$ cat src/rtl/dbuf_dma_pkg.sv
`timescale 1ns/1ps
package dbuf_dma_pkg;
  localparam int NBUF = 2;

  localparam logic [4:0] OFS_MODE_SET = 5'h00;
  localparam logic [4:0] OFS_MODE_CLR = 5'h04;
  localparam logic [4:0] OFS_PADDR    = 5'h08;
  localparam logic [4:0] OFS_START0   = 5'h0C;
  localparam logic [4:0] OFS_COUNT0   = 5'h10;
  localparam logic [4:0] OFS_START1   = 5'h14;
  localparam logic [4:0] OFS_COUNT1   = 5'h18;

  localparam int B_EN0  = 0;
  localparam int B_DN0  = 1;
  localparam int B_EN1  = 2;
  localparam int B_DN1  = 3;
  localparam int B_AB   = 4;
  localparam int B_GO   = 5;
  localparam int B_HALT = 6;
  localparam int B_IE   = 7;
  localparam int B_DWLO = 9;
  localparam int B_DIR  = 12;

  // writable bits: everything in 23:0 except halted status and bit 14
  localparam logic [31:0] MODE_WMASK = 32'h00FF_BFBF;

  typedef enum logic [1:0] {ST_IDLE, ST_FIRST, ST_SECOND} eng_st_e;
endpackage

$ cat src/rtl/dbuf_dma_desc.sv
`timescale 1ns/1ps
module dbuf_dma_desc
  import dbuf_dma_pkg::*;
#(
  parameter int ADDR_W = 32,
  parameter int CNT_W  = 16,
  parameter int HI_W   = 4,
  parameter int IDX    = 0
) (
  input  logic              clk_i,
  input  logic              rst_ni,
  input  logic              we_i,
  input  logic [4:0]        addr_i,
  input  logic [31:0]       wdata_i,
  input  logic              adv_i,
  input  logic [2:0]        inc_i,
  output logic [ADDR_W-1:0] start_o,
  output logic [CNT_W-1:0]  cnt_o,
  output logic [HI_W-1:0]   hi_o
);
  localparam logic [4:0] START_OFS = (IDX == 0) ? OFS_START0 : OFS_START1;
  localparam logic [4:0] CNT_OFS   = (IDX == 0) ? OFS_COUNT0 : OFS_COUNT1;

  logic [ADDR_W-1:0] start_q;
  logic [CNT_W-1:0]  cnt_q;
  logic [HI_W-1:0]   hi_q;

  always_ff @(posedge clk_i or negedge rst_ni) begin
    if (!rst_ni) begin
      start_q <= '0;
    end else if (we_i && addr_i == START_OFS) begin
      start_q <= wdata_i[ADDR_W-1:0];
    end else if (adv_i) begin
      start_q <= start_q + ADDR_W'(inc_i);
    end
  end

  always_ff @(posedge clk_i or negedge rst_ni) begin
    if (!rst_ni) begin
      cnt_q <= '0;
      hi_q  <= '0;
    end else if (we_i && addr_i == CNT_OFS) begin
      cnt_q <= wdata_i[CNT_W-1:0];
      hi_q  <= wdata_i[CNT_W+HI_W-1:CNT_W];
    end else if (adv_i) begin
      cnt_q <= cnt_q - 1'b1;
    end
  end

  assign start_o = start_q;
  assign cnt_o   = cnt_q;
  assign hi_o    = hi_q;

  // a unit is never charged to an empty buffer
  assert_no_underflow_R5: assert property (@(posedge clk_i) disable iff (!rst_ni)
    adv_i |-> cnt_q != '0)
    else $error("count underflow on buffer %0d", IDX);
endmodule

$ cat src/rtl/dbuf_dma_engine.sv
`timescale 1ns/1ps
module dbuf_dma_engine
  import dbuf_dma_pkg::*;
#(
  parameter int DATA_W = 32
) (
  input  logic              clk_i,
  input  logic              rst_ni,
  input  logic              go_i,
  input  logic              act_en_i,
  input  logic              cnt_zero_i,
  input  logic              dir_i,
  output logic              mem_req_o,
  output logic              mem_we_o,
  output logic [DATA_W-1:0] mem_wdata_o,
  input  logic [DATA_W-1:0] mem_rdata_i,
  input  logic              mem_ack_i,
  output logic              per_req_o,
  output logic              per_we_o,
  output logic [DATA_W-1:0] per_wdata_o,
  input  logic [DATA_W-1:0] per_rdata_i,
  input  logic              per_ack_i,
  output logic              unit_done_o,
  output logic              complete_o,
  output logic              halt_o
);
  eng_st_e           st_q, st_d;
  logic              dir_q;
  logic [DATA_W-1:0] data_q;
  logic              halt_q;
  logic              run_ok, first_ack, second_ack, launch;

  assign run_ok     = go_i && act_en_i;
  assign first_ack  = dir_q ? per_ack_i : mem_ack_i;
  assign second_ack = dir_q ? mem_ack_i : per_ack_i;
  assign launch     = st_q == ST_IDLE && run_ok && !cnt_zero_i;

  always_comb begin
    st_d        = st_q;
    complete_o  = 1'b0;
    unit_done_o = 1'b0;
    unique case (st_q)
      ST_IDLE: begin
        if (run_ok && cnt_zero_i) complete_o = 1'b1;
        else if (run_ok)          st_d = ST_FIRST;
      end
      ST_FIRST:  if (first_ack) st_d = ST_SECOND;
      ST_SECOND: begin
        if (second_ack) begin
          unit_done_o = 1'b1;
          st_d        = ST_IDLE;
        end
      end
      default: st_d = ST_IDLE;
    endcase
  end

  always_ff @(posedge clk_i or negedge rst_ni) begin
    if (!rst_ni) begin
      st_q   <= ST_IDLE;
      dir_q  <= 1'b0;
      data_q <= '0;
      halt_q <= 1'b1;
    end else begin
      st_q   <= st_d;
      halt_q <= (st_d == ST_IDLE) && !run_ok;
      if (launch) dir_q <= dir_i;
      if (st_q == ST_FIRST && first_ack) data_q <= dir_q ? per_rdata_i : mem_rdata_i;
    end
  end

  // direction 0: memory read then peripheral write; direction 1: the reverse
  assign mem_req_o   = (st_q == ST_FIRST && !dir_q) || (st_q == ST_SECOND && dir_q);
  assign per_req_o   = (st_q == ST_FIRST && dir_q)  || (st_q == ST_SECOND && !dir_q);
  assign mem_we_o    = st_q == ST_SECOND;
  assign per_we_o    = st_q == ST_SECOND;
  assign mem_wdata_o = data_q;
  assign per_wdata_o = data_q;
  assign halt_o      = halt_q;

  assert_halt_idle_R8: assert property (@(posedge clk_i) disable iff (!rst_ni)
    halt_o |-> st_q == ST_IDLE)
    else $error("halted while a unit is in flight");

  assert_halt_after_stop_R8: assert property (@(posedge clk_i) disable iff (!rst_ni)
    (st_q == ST_IDLE && !go_i) |=> halt_o)
    else $error("halted not reported after stop");

  assert_mem_hold_R11: assert property (@(posedge clk_i) disable iff (!rst_ni)
    (mem_req_o && !mem_ack_i) |=> mem_req_o)
    else $error("memory request dropped before ack");

  assert_per_hold_R11: assert property (@(posedge clk_i) disable iff (!rst_ni)
    (per_req_o && !per_ack_i) |=> per_req_o)
    else $error("peripheral request dropped before ack");
endmodule

$ cat src/rtl/dbuf_dma_regs.sv
`timescale 1ns/1ps
module dbuf_dma_regs
  import dbuf_dma_pkg::*;
#(
  parameter int ADDR_W = 32,
  parameter int CNT_W  = 16,
  parameter int HI_W   = 4
) (
  input  logic              clk_i,
  input  logic              rst_ni,
  input  logic              we_i,
  input  logic [4:0]        addr_i,
  input  logic [31:0]       wdata_i,
  output logic [31:0]       rdata_o,
  input  logic              unit_done_i,
  input  logic              complete_i,
  input  logic              halt_i,
  output logic              go_o,
  output logic              act_en_o,
  output logic              cnt_zero_o,
  output logic              dir_o,
  output logic              irq_o,
  output logic [ADDR_W-1:0] mem_addr_o,
  output logic [ADDR_W-1:0] per_addr_o
);
  logic [31:0]       mode_q, mode_hw, mode_d;
  logic [ADDR_W-1:0] paddr_q;
  logic              ab, set_wr, clr_wr;
  logic [1:0]        dw;
  logic [2:0]        inc;
  logic [ADDR_W-1:0] start_w [NBUF];
  logic [CNT_W-1:0]  cnt_w   [NBUF];
  logic [HI_W-1:0]   hi_w    [NBUF];

  assign ab     = mode_q[B_AB];
  assign set_wr = we_i && addr_i == OFS_MODE_SET;
  assign clr_wr = we_i && addr_i == OFS_MODE_CLR;
  assign dw     = mode_q[B_DWLO+1:B_DWLO];
  assign inc    = (dw == 2'd0) ? 3'd1 : (dw == 2'd1) ? 3'd2 : 3'd4;

  always_comb begin
    mode_hw = mode_q;
    if (complete_i) begin
      if (ab) begin
        mode_hw[B_DN1] = 1'b1;
        mode_hw[B_EN1] = 1'b0;
      end else begin
        mode_hw[B_DN0] = 1'b1;
        mode_hw[B_EN0] = 1'b0;
      end
      mode_hw[B_AB] = ~ab;
    end
    mode_d = mode_hw;
    if (set_wr)      mode_d = mode_hw | (wdata_i & MODE_WMASK);
    else if (clr_wr) mode_d = mode_hw & ~(wdata_i & MODE_WMASK);
  end

  always_ff @(posedge clk_i or negedge rst_ni) begin
    if (!rst_ni) begin
      mode_q  <= '0;
      paddr_q <= '0;
    end else begin
      mode_q <= mode_d;
      if (we_i && addr_i == OFS_PADDR) paddr_q <= wdata_i[ADDR_W-1:0];
    end
  end

  for (genvar b = 0; b < NBUF; b++) begin : g_buf
    localparam int DN = (b == 0) ? B_DN0 : B_DN1;

    dbuf_dma_desc #(
      .ADDR_W(ADDR_W), .CNT_W(CNT_W), .HI_W(HI_W), .IDX(b)
    ) i_desc (
      .clk_i   (clk_i),
      .rst_ni  (rst_ni),
      .we_i    (we_i),
      .addr_i  (addr_i),
      .wdata_i (wdata_i),
      .adv_i   (unit_done_i && ab == 1'(b)),
      .inc_i   (inc),
      .start_o (start_w[b]),
      .cnt_o   (cnt_w[b]),
      .hi_o    (hi_w[b])
    );

    assert_done_sticky_R9: assert property (@(posedge clk_i) disable iff (!rst_ni)
      $fell(mode_q[DN]) |-> $past(clr_wr && wdata_i[DN]))
      else $error("done flag %0d dropped without a clear write", b);

    assert_done_set_R6: assert property (@(posedge clk_i) disable iff (!rst_ni)
      (complete_i && ab == 1'(b) && !(clr_wr && wdata_i[DN])) |=> mode_q[DN])
      else $error("completion did not leave done flag %0d set", b);
  end

  assign go_o       = mode_q[B_GO];
  assign act_en_o   = ab ? mode_q[B_EN1] : mode_q[B_EN0];
  assign cnt_zero_o = cnt_w[ab] == '0;
  assign dir_o      = mode_q[B_DIR];
  assign irq_o      = mode_q[B_IE] && (mode_q[B_DN0] || mode_q[B_DN1]);
  assign mem_addr_o = start_w[ab];
  assign per_addr_o = paddr_q;

  always_comb begin
    unique case (addr_i)
      OFS_MODE_SET: rdata_o = mode_q | (32'(halt_i) << B_HALT);
      OFS_PADDR:    rdata_o = 32'(paddr_q);
      OFS_START0:   rdata_o = 32'(start_w[0]);
      OFS_COUNT0:   rdata_o = 32'({hi_w[0], cnt_w[0]});
      OFS_START1:   rdata_o = 32'(start_w[1]);
      OFS_COUNT1:   rdata_o = 32'({hi_w[1], cnt_w[1]});
      default:      rdata_o = '0;
    endcase
  end
endmodule

$ cat src/rtl/dbuf_dma_chan.sv
`timescale 1ns/1ps
module dbuf_dma_chan
  import dbuf_dma_pkg::*;
#(
  parameter int ADDR_W = 32,
  parameter int DATA_W = 32,
  parameter int CNT_W  = 16,
  parameter int HI_W   = 4
) (
  input  logic              clk_i,
  input  logic              rst_ni,
  input  logic              reg_we_i,
  input  logic [4:0]        reg_addr_i,
  input  logic [31:0]       reg_wdata_i,
  output logic [31:0]       reg_rdata_o,
  output logic              mem_req_o,
  output logic              mem_we_o,
  output logic [ADDR_W-1:0] mem_addr_o,
  output logic [DATA_W-1:0] mem_wdata_o,
  input  logic [DATA_W-1:0] mem_rdata_i,
  input  logic              mem_ack_i,
  output logic              per_req_o,
  output logic              per_we_o,
  output logic [ADDR_W-1:0] per_addr_o,
  output logic [DATA_W-1:0] per_wdata_o,
  input  logic [DATA_W-1:0] per_rdata_i,
  input  logic              per_ack_i,
  output logic              irq_o
);
  logic go, act_en, cnt_zero, dir, unit_done, complete, halt;

  dbuf_dma_regs #(.ADDR_W(ADDR_W), .CNT_W(CNT_W), .HI_W(HI_W)) i_regs (
    .clk_i       (clk_i),
    .rst_ni      (rst_ni),
    .we_i        (reg_we_i),
    .addr_i      (reg_addr_i),
    .wdata_i     (reg_wdata_i),
    .rdata_o     (reg_rdata_o),
    .unit_done_i (unit_done),
    .complete_i  (complete),
    .halt_i      (halt),
    .go_o        (go),
    .act_en_o    (act_en),
    .cnt_zero_o  (cnt_zero),
    .dir_o       (dir),
    .irq_o       (irq_o),
    .mem_addr_o  (mem_addr_o),
    .per_addr_o  (per_addr_o)
  );

  dbuf_dma_engine #(.DATA_W(DATA_W)) i_engine (
    .clk_i       (clk_i),
    .rst_ni      (rst_ni),
    .go_i        (go),
    .act_en_i    (act_en),
    .cnt_zero_i  (cnt_zero),
    .dir_i       (dir),
    .mem_req_o   (mem_req_o),
    .mem_we_o    (mem_we_o),
    .mem_wdata_o (mem_wdata_o),
    .mem_rdata_i (mem_rdata_i),
    .mem_ack_i   (mem_ack_i),
    .per_req_o   (per_req_o),
    .per_we_o    (per_we_o),
    .per_wdata_o (per_wdata_o),
    .per_rdata_i (per_rdata_i),
    .per_ack_i   (per_ack_i),
    .unit_done_o (unit_done),
    .complete_o  (complete),
    .halt_o      (halt)
  );

  assert_one_side_R11: assert property (@(posedge clk_i) disable iff (!rst_ni)
    !(mem_req_o && per_req_o))
    else $error("memory and peripheral requested together");
endmodule

$ cat config.mk
export PLATFORM = sky130hd
export DESIGN_NAME = dbuf_dma_chan
export DESIGN_NICKNAME = d
export VERILOG_FILES = /design/src/rtl/dbuf_dma_pkg.sv /design/src/rtl/dbuf_dma_desc.sv /design/src/rtl/dbuf_dma_engine.sv /design/src/rtl/dbuf_dma_regs.sv /design/src/rtl/dbuf_dma_chan.sv
export SDC_FILE = /design/constraint.sdc
export NUM_CORES = 1
export LEC_CHECK = 0
export BUFFER_PORTS_ARGS = -buffer_cell sky130_fd_sc_hd__buf_2
export CORE_ASPECT_RATIO = 0.5
export CORE_MARGIN = 2
export CORE_UTILIZATION = 55
export DETAILED_ROUTE_END_ITERATION = 10
export PLACE_DENSITY = 0.91
export SYNTH_ARGS = -nofsm -noshare
export SYNTH_HDL_FRONTEND = slang
export SYNTH_SLANG_ARGS = --single-unit
export TNS_END_PERCENT = 1
$ cat constraint.sdc
create_clock -name clk_i -period 3.2 [get_ports clk_i]
set_clock_uncertainty 0.05 [all_clocks]
set_input_delay 0.64 -clock clk_i [delete_from_list [all_inputs] [get_ports clk_i]]
set_output_delay 0.64 -clock clk_i [all_outputs]
set_load 0.05 [all_outputs]
==> results.txt <==
----------------------------------------------------
[Yosys]
  Number of storage elements in the synthesis netlist ... 194
  Warning count from the yosys run ... 0
  Mean instance size in the synthesized netlist ... between 9 and 10 um^2
  Number of nets in the synthesized netlist ... around 1,300
  Cell variety after synth ... 53
  Netlist area before placement ... 0.01119 mm^2
  Cells after Synth ... about 1,200
  Share of synthesized area occupied by flip-flops and latches ... 0.4340
  Async S/R FF share, synth ... 1.000
  Number of synthesized flops with an enable pin ... 0
  Prevailing post-synth register cell ... sky130_fd_sc_hd__dfrtp_1

[Clocking]
  Number of resized instances in the post-cts repair step ... 0
  CTS Hold Bufs ... 0
  Total clock sinks ... 194
  TritonCTS clock tree ... yes
  Insertion delay of the later-clocked pin in the worst-skew pair ... 440 ps
  Count of buffers added by post-CTS timing repair for setup ... 0
  Maximum level of the CTS H-tree ... 4
  Clock slew at reported path FFs ... 70 ps
  Number of buffers on the longest clock path ... 2
  Buffer cell driving the clock tree root ... sky130_fd_sc_hd__clkbuf_16
  Number of buffers created by CTS ... 17

[Drt]
  Count of routing violations after the opening detailed-route iteration ... 1,138
  Number of search-and-repair iterations in the first detailed-routing pass ... 11
  Mean number of vias per cell ... 6.305
  Post-detailed-route DRC marker count ... 3
  Post-detailed-routing wire length ... 36,790 um
  Average wire per cell in the routed design ... 21.51 um
  Vias post-DR ... 10,782
  Routed Antenna Nets ... 0

[Worst setup path]
  Worst Path Class, Setup ... input pin to output pin
  Cell repeated most along the worst path ... sky130_fd_sc_hd__buf_2
  Crit-path max FO ... 12
  Kind of cell with the highest combined delay on the critical path ... simple AND/OR/NAND/NOR gates
  Critical Path RT ... 2510 ps
  Data arrival time at the worst-slack endpoint ... 2320 ps
  Series of cell instances along the critical path ... buf_2 -> or3b_2 -> nor2b_1 -> buf_4 -> a22oi_1 -> nand3_1 -> buf_2
  CP Launch Type ... input pin
  Reg2reg setup slack ... around 280 ps
  Cell at the slowest stage of the critical path ... sky130_fd_sc_hd__or3b_2
  Max stage delay on crit path ... roughly 510 ps
  Critical path buffers and inverters ... 3
  Capturing element type of the critical path ... output pin

[Global routing]
  Residual overflow from global routing ... 0
  Number of global-route vias before repair ... 10,601
  Wire length of the first global-routing pass ... 56,940 um
  Number of antenna violations at the first check in global routing ... 0
  Overall track demand over capacity in global routing ... 0.3443
  Largest net degree at the start of global routing ... 77

[Cells and area]
  Ratio of cells with drive above 1 in the final layout ... 0.2992
  Synthesis-to-finish area growth ... 19.45%
  Count of inserted antenna diode cells ... 0
  Fin nets ... 1,547

[Timing]
  Total setup violations reported at the end of the flow ... 0
  Tightest slew margin relative to the limit ... 0.3519
  Time the final worst path needs with I/O delays and setup ... roughly 3000 ps
  Setup ws final ... 189.9 ps
  Unrepaired setup endpoints after global routing ... false
  Total negative slack ... 0 ps
  Final clock period utilization by the worst path ... 0.9406
  Endpoints failing hold ... 0
  Maximum clock frequency ... 0.3322 GHz
  Number of max-slew violations in the final report ... 0
  Tightest Pin Transition ... 968.5 ps

[Placement]
  Worst Setup Slack post-DPL ... 197.5 ps
  Placer's final routability congestion estimate ... 0.9640
  Detail Placement HPWL ... 27,390 um
  Count of input and output buffers ... 270

[Pwr]
  Power per cell area ... around 870 mW/mm^2
  Peak ir drop on the vdd network ... 872.6 uV
  Sw Pwr ... 0.005776 W
  Leakage ... 6.055 nW
  Portion of total power attributed to the clock network ... 0.184
  Combinational share of power ... 0.462
  Sequential group share of total power ... 0.353
  Switching portion of total power ... 0.4982
  Internal power consumption ... 0.005817 W
  Post-layout total power ... 0.01159 W

[Worst hold path]
  Class of the tightest hold or removal check ... input pin to async pin

[Job]
  Max Cap Viol ... 0

[Floorplan]
  Width of the die ... just over 200 um
  Initial Util ... 0.5685
  Die Area ... around 0.022 mm^2
  Area of the placeable core ... 0.01968 mm^2
  FP Rows ... 36
  Number of ports placed on the die boundary ... 271
  Die outline height ... 104.9 um

[Run status]
  Violated checks ... design-rule violations
  Outcome ... complete, but fails checks

----------------------------------------------------
power by group through the flow:
stage / Clock (W) / Sequential, W / Combinational, W
floorplan: 0 / 0.00478 / 0.00338
detailed placement: 0 / 0.00409 / 0.00533
global placement: 0 / 0.00405 / 0.00523
CTS: 0.00215 / 0.00406 / 0.00535
global route: 0.00225 / 0.00418 / 0.00563
finish: 0.00214 / 0.00410 / 0.00536
logic make-up after synthesis:
family          after synthesis  synth area share
simple gates                416            0.1752
mux                         131            0.1256
compound gates              237            0.1322
buf+inv                     128           0.05479
fa+ha+maj                    10           0.01252
flops                       194            0.4340
xor+xnor                     84           0.06575
area by class of cell:
class,count,area [um^2]
timing repair buffer,314,1765
clock buffer,19,432.9
inverter,26,97.59
multi-input combinational,878,5742
sequential,194,4857
clock inverter,13,137.6
fill,1481,6319
tap,266,332.8
path summary, 6_finish.rpt:
path                                                            start                                              to  cells after the start
max in group asynchronous                                      rst_ni                   i_regs.mode_q[11]$_DFFE_PN0P_                      2
min reg2reg                i_regs.g_buf[1].i_desc.hi_o[1]$_DFFE_PN0P_      i_regs.g_buf[1].i_desc.hi_o[1]$_DFFE_PN0P_                      1
max                                                     reg_addr_i[1]                                  reg_rdata_o[0]                      7
min in group clk_i                                    reg_wdata_i[27]  i_regs.g_buf[1].i_desc.start_o[27]$_DFFE_PN0P_                      3
min                                                            rst_ni            i_engine.mem_wdata_o[17]$_DFFE_PN0P_                      1
max reg2reg                             i_regs.mode_q[10]$_DFFE_PN0P_  i_regs.g_buf[1].i_desc.start_o[30]$_DFFE_PN0P_                      9
cell usage after synthesis (4+ instances only):
library cell	instances	area, um^2
sky130_fd_sc_hd__a21oi_1	117	585.6
sky130_fd_sc_hd__a222oi_1	25	250.2
sky130_fd_sc_hd__a22o_1	18	157.7
sky130_fd_sc_hd__a22oi_1	15	112.6
sky130_fd_sc_hd__and2_1	4	25.02
sky130_fd_sc_hd__and3_1	14	87.58
sky130_fd_sc_hd__buf_1	10	37.54
sky130_fd_sc_hd__buf_4	33	247.7
sky130_fd_sc_hd__clkbuf_1	57	214.0
sky130_fd_sc_hd__dfrtp_1	193	4830
sky130_fd_sc_hd__ha_1	8	100.1
sky130_fd_sc_hd__inv_1	26	97.59
sky130_fd_sc_hd__mux2_2	75	844.6
sky130_fd_sc_hd__mux2i_1	56	560.5
sky130_fd_sc_hd__nand2_1	99	371.6
sky130_fd_sc_hd__nand3_1	30	150.1
sky130_fd_sc_hd__nand4_1	27	168.9
sky130_fd_sc_hd__nor2_1	144	540.5
sky130_fd_sc_hd__nor2b_1	7	43.79
sky130_fd_sc_hd__nor3_1	35	175.2
sky130_fd_sc_hd__nor4_1	18	112.6
sky130_fd_sc_hd__o21ai_0	43	215.2
sky130_fd_sc_hd__or3_1	10	62.56
sky130_fd_sc_hd__or4_1	9	67.56
sky130_fd_sc_hd__xnor2_1	53	464.2
sky130_fd_sc_hd__xor2_1	31	271.5
sequential cells by signal, indices dropped and copies added (netlist names):
signal	count
i_regs.g_buf.i_desc.start_o	64
i_engine.mem_wdata_o	32
i_regs.g_buf.i_desc.cnt_o	32
i_regs.per_addr_o	32
i_regs.mode_q	22
i_regs.g_buf.i_desc.hi_o	8
i_engine.st_q	2
i_engine.dir_q	1
i_engine.halt_o	1
cell usage in the layout, fill, tap and decap left out, drive strengths merged, types with 11 or more instances in the layout:
cell and instances:
xor2 31, clkbuf 20, nand4 27, or4 11, inv 27, o21ai 43, nor2 144, a22oi 15
nor4 18, mux2i 56, nand3 30, and3 14, dfrtp 193, xnor2 53, a222oi 25, a21oi 117
a22o 18, nor3 35, mux2 75, nand2 99, or3 11, buf 313
worst reg2reg max path: stages (launching register included):
cell                       delay [ps]
sky130_fd_sc_hd__dfrtp_1          470
sky130_fd_sc_hd__nor2_1           180
sky130_fd_sc_hd__ha_1             220
sky130_fd_sc_hd__inv_1             60
sky130_fd_sc_hd__fa_1             400
sky130_fd_sc_hd__nor2b_1          130
sky130_fd_sc_hd__o211ai_1         160
sky130_fd_sc_hd__or4b_2           730
sky130_fd_sc_hd__xnor2_1          150
sky130_fd_sc_hd__mux2_2           260
through the flow:
stage / utilization / area [um^2] / instances / hold slack (ps)
2_1_floorplan: - / 11190 / 1200 / 294.4
6_report: 0.6790 / 13370 / 1710 / 194.4
4_1_cts: 0.6790 / 13370 / 1710 / 210.1
3_3_place_gp: 0.6500 / 12790 / 1678 / 435.9
5_1_grt: 0.6790 / 13370 / 1710 / 233.3
3_5_place_dp: 0.6500 / 12790 / 1678 / 436.6
per-layer routing:
layer / vias up / GRT usage / part of all wire
li1: 4740 / - / -
met1: 5199 / 0.4547 / 0.38
met2: 728 / 0.5339 / 0.46
met3: 115 / 0.09233 / 0.12
met4: 0 / 0.1501 / 0.038
met5: - / 0 / 0
No activity file was read; power rests on OpenSTA's default activity.
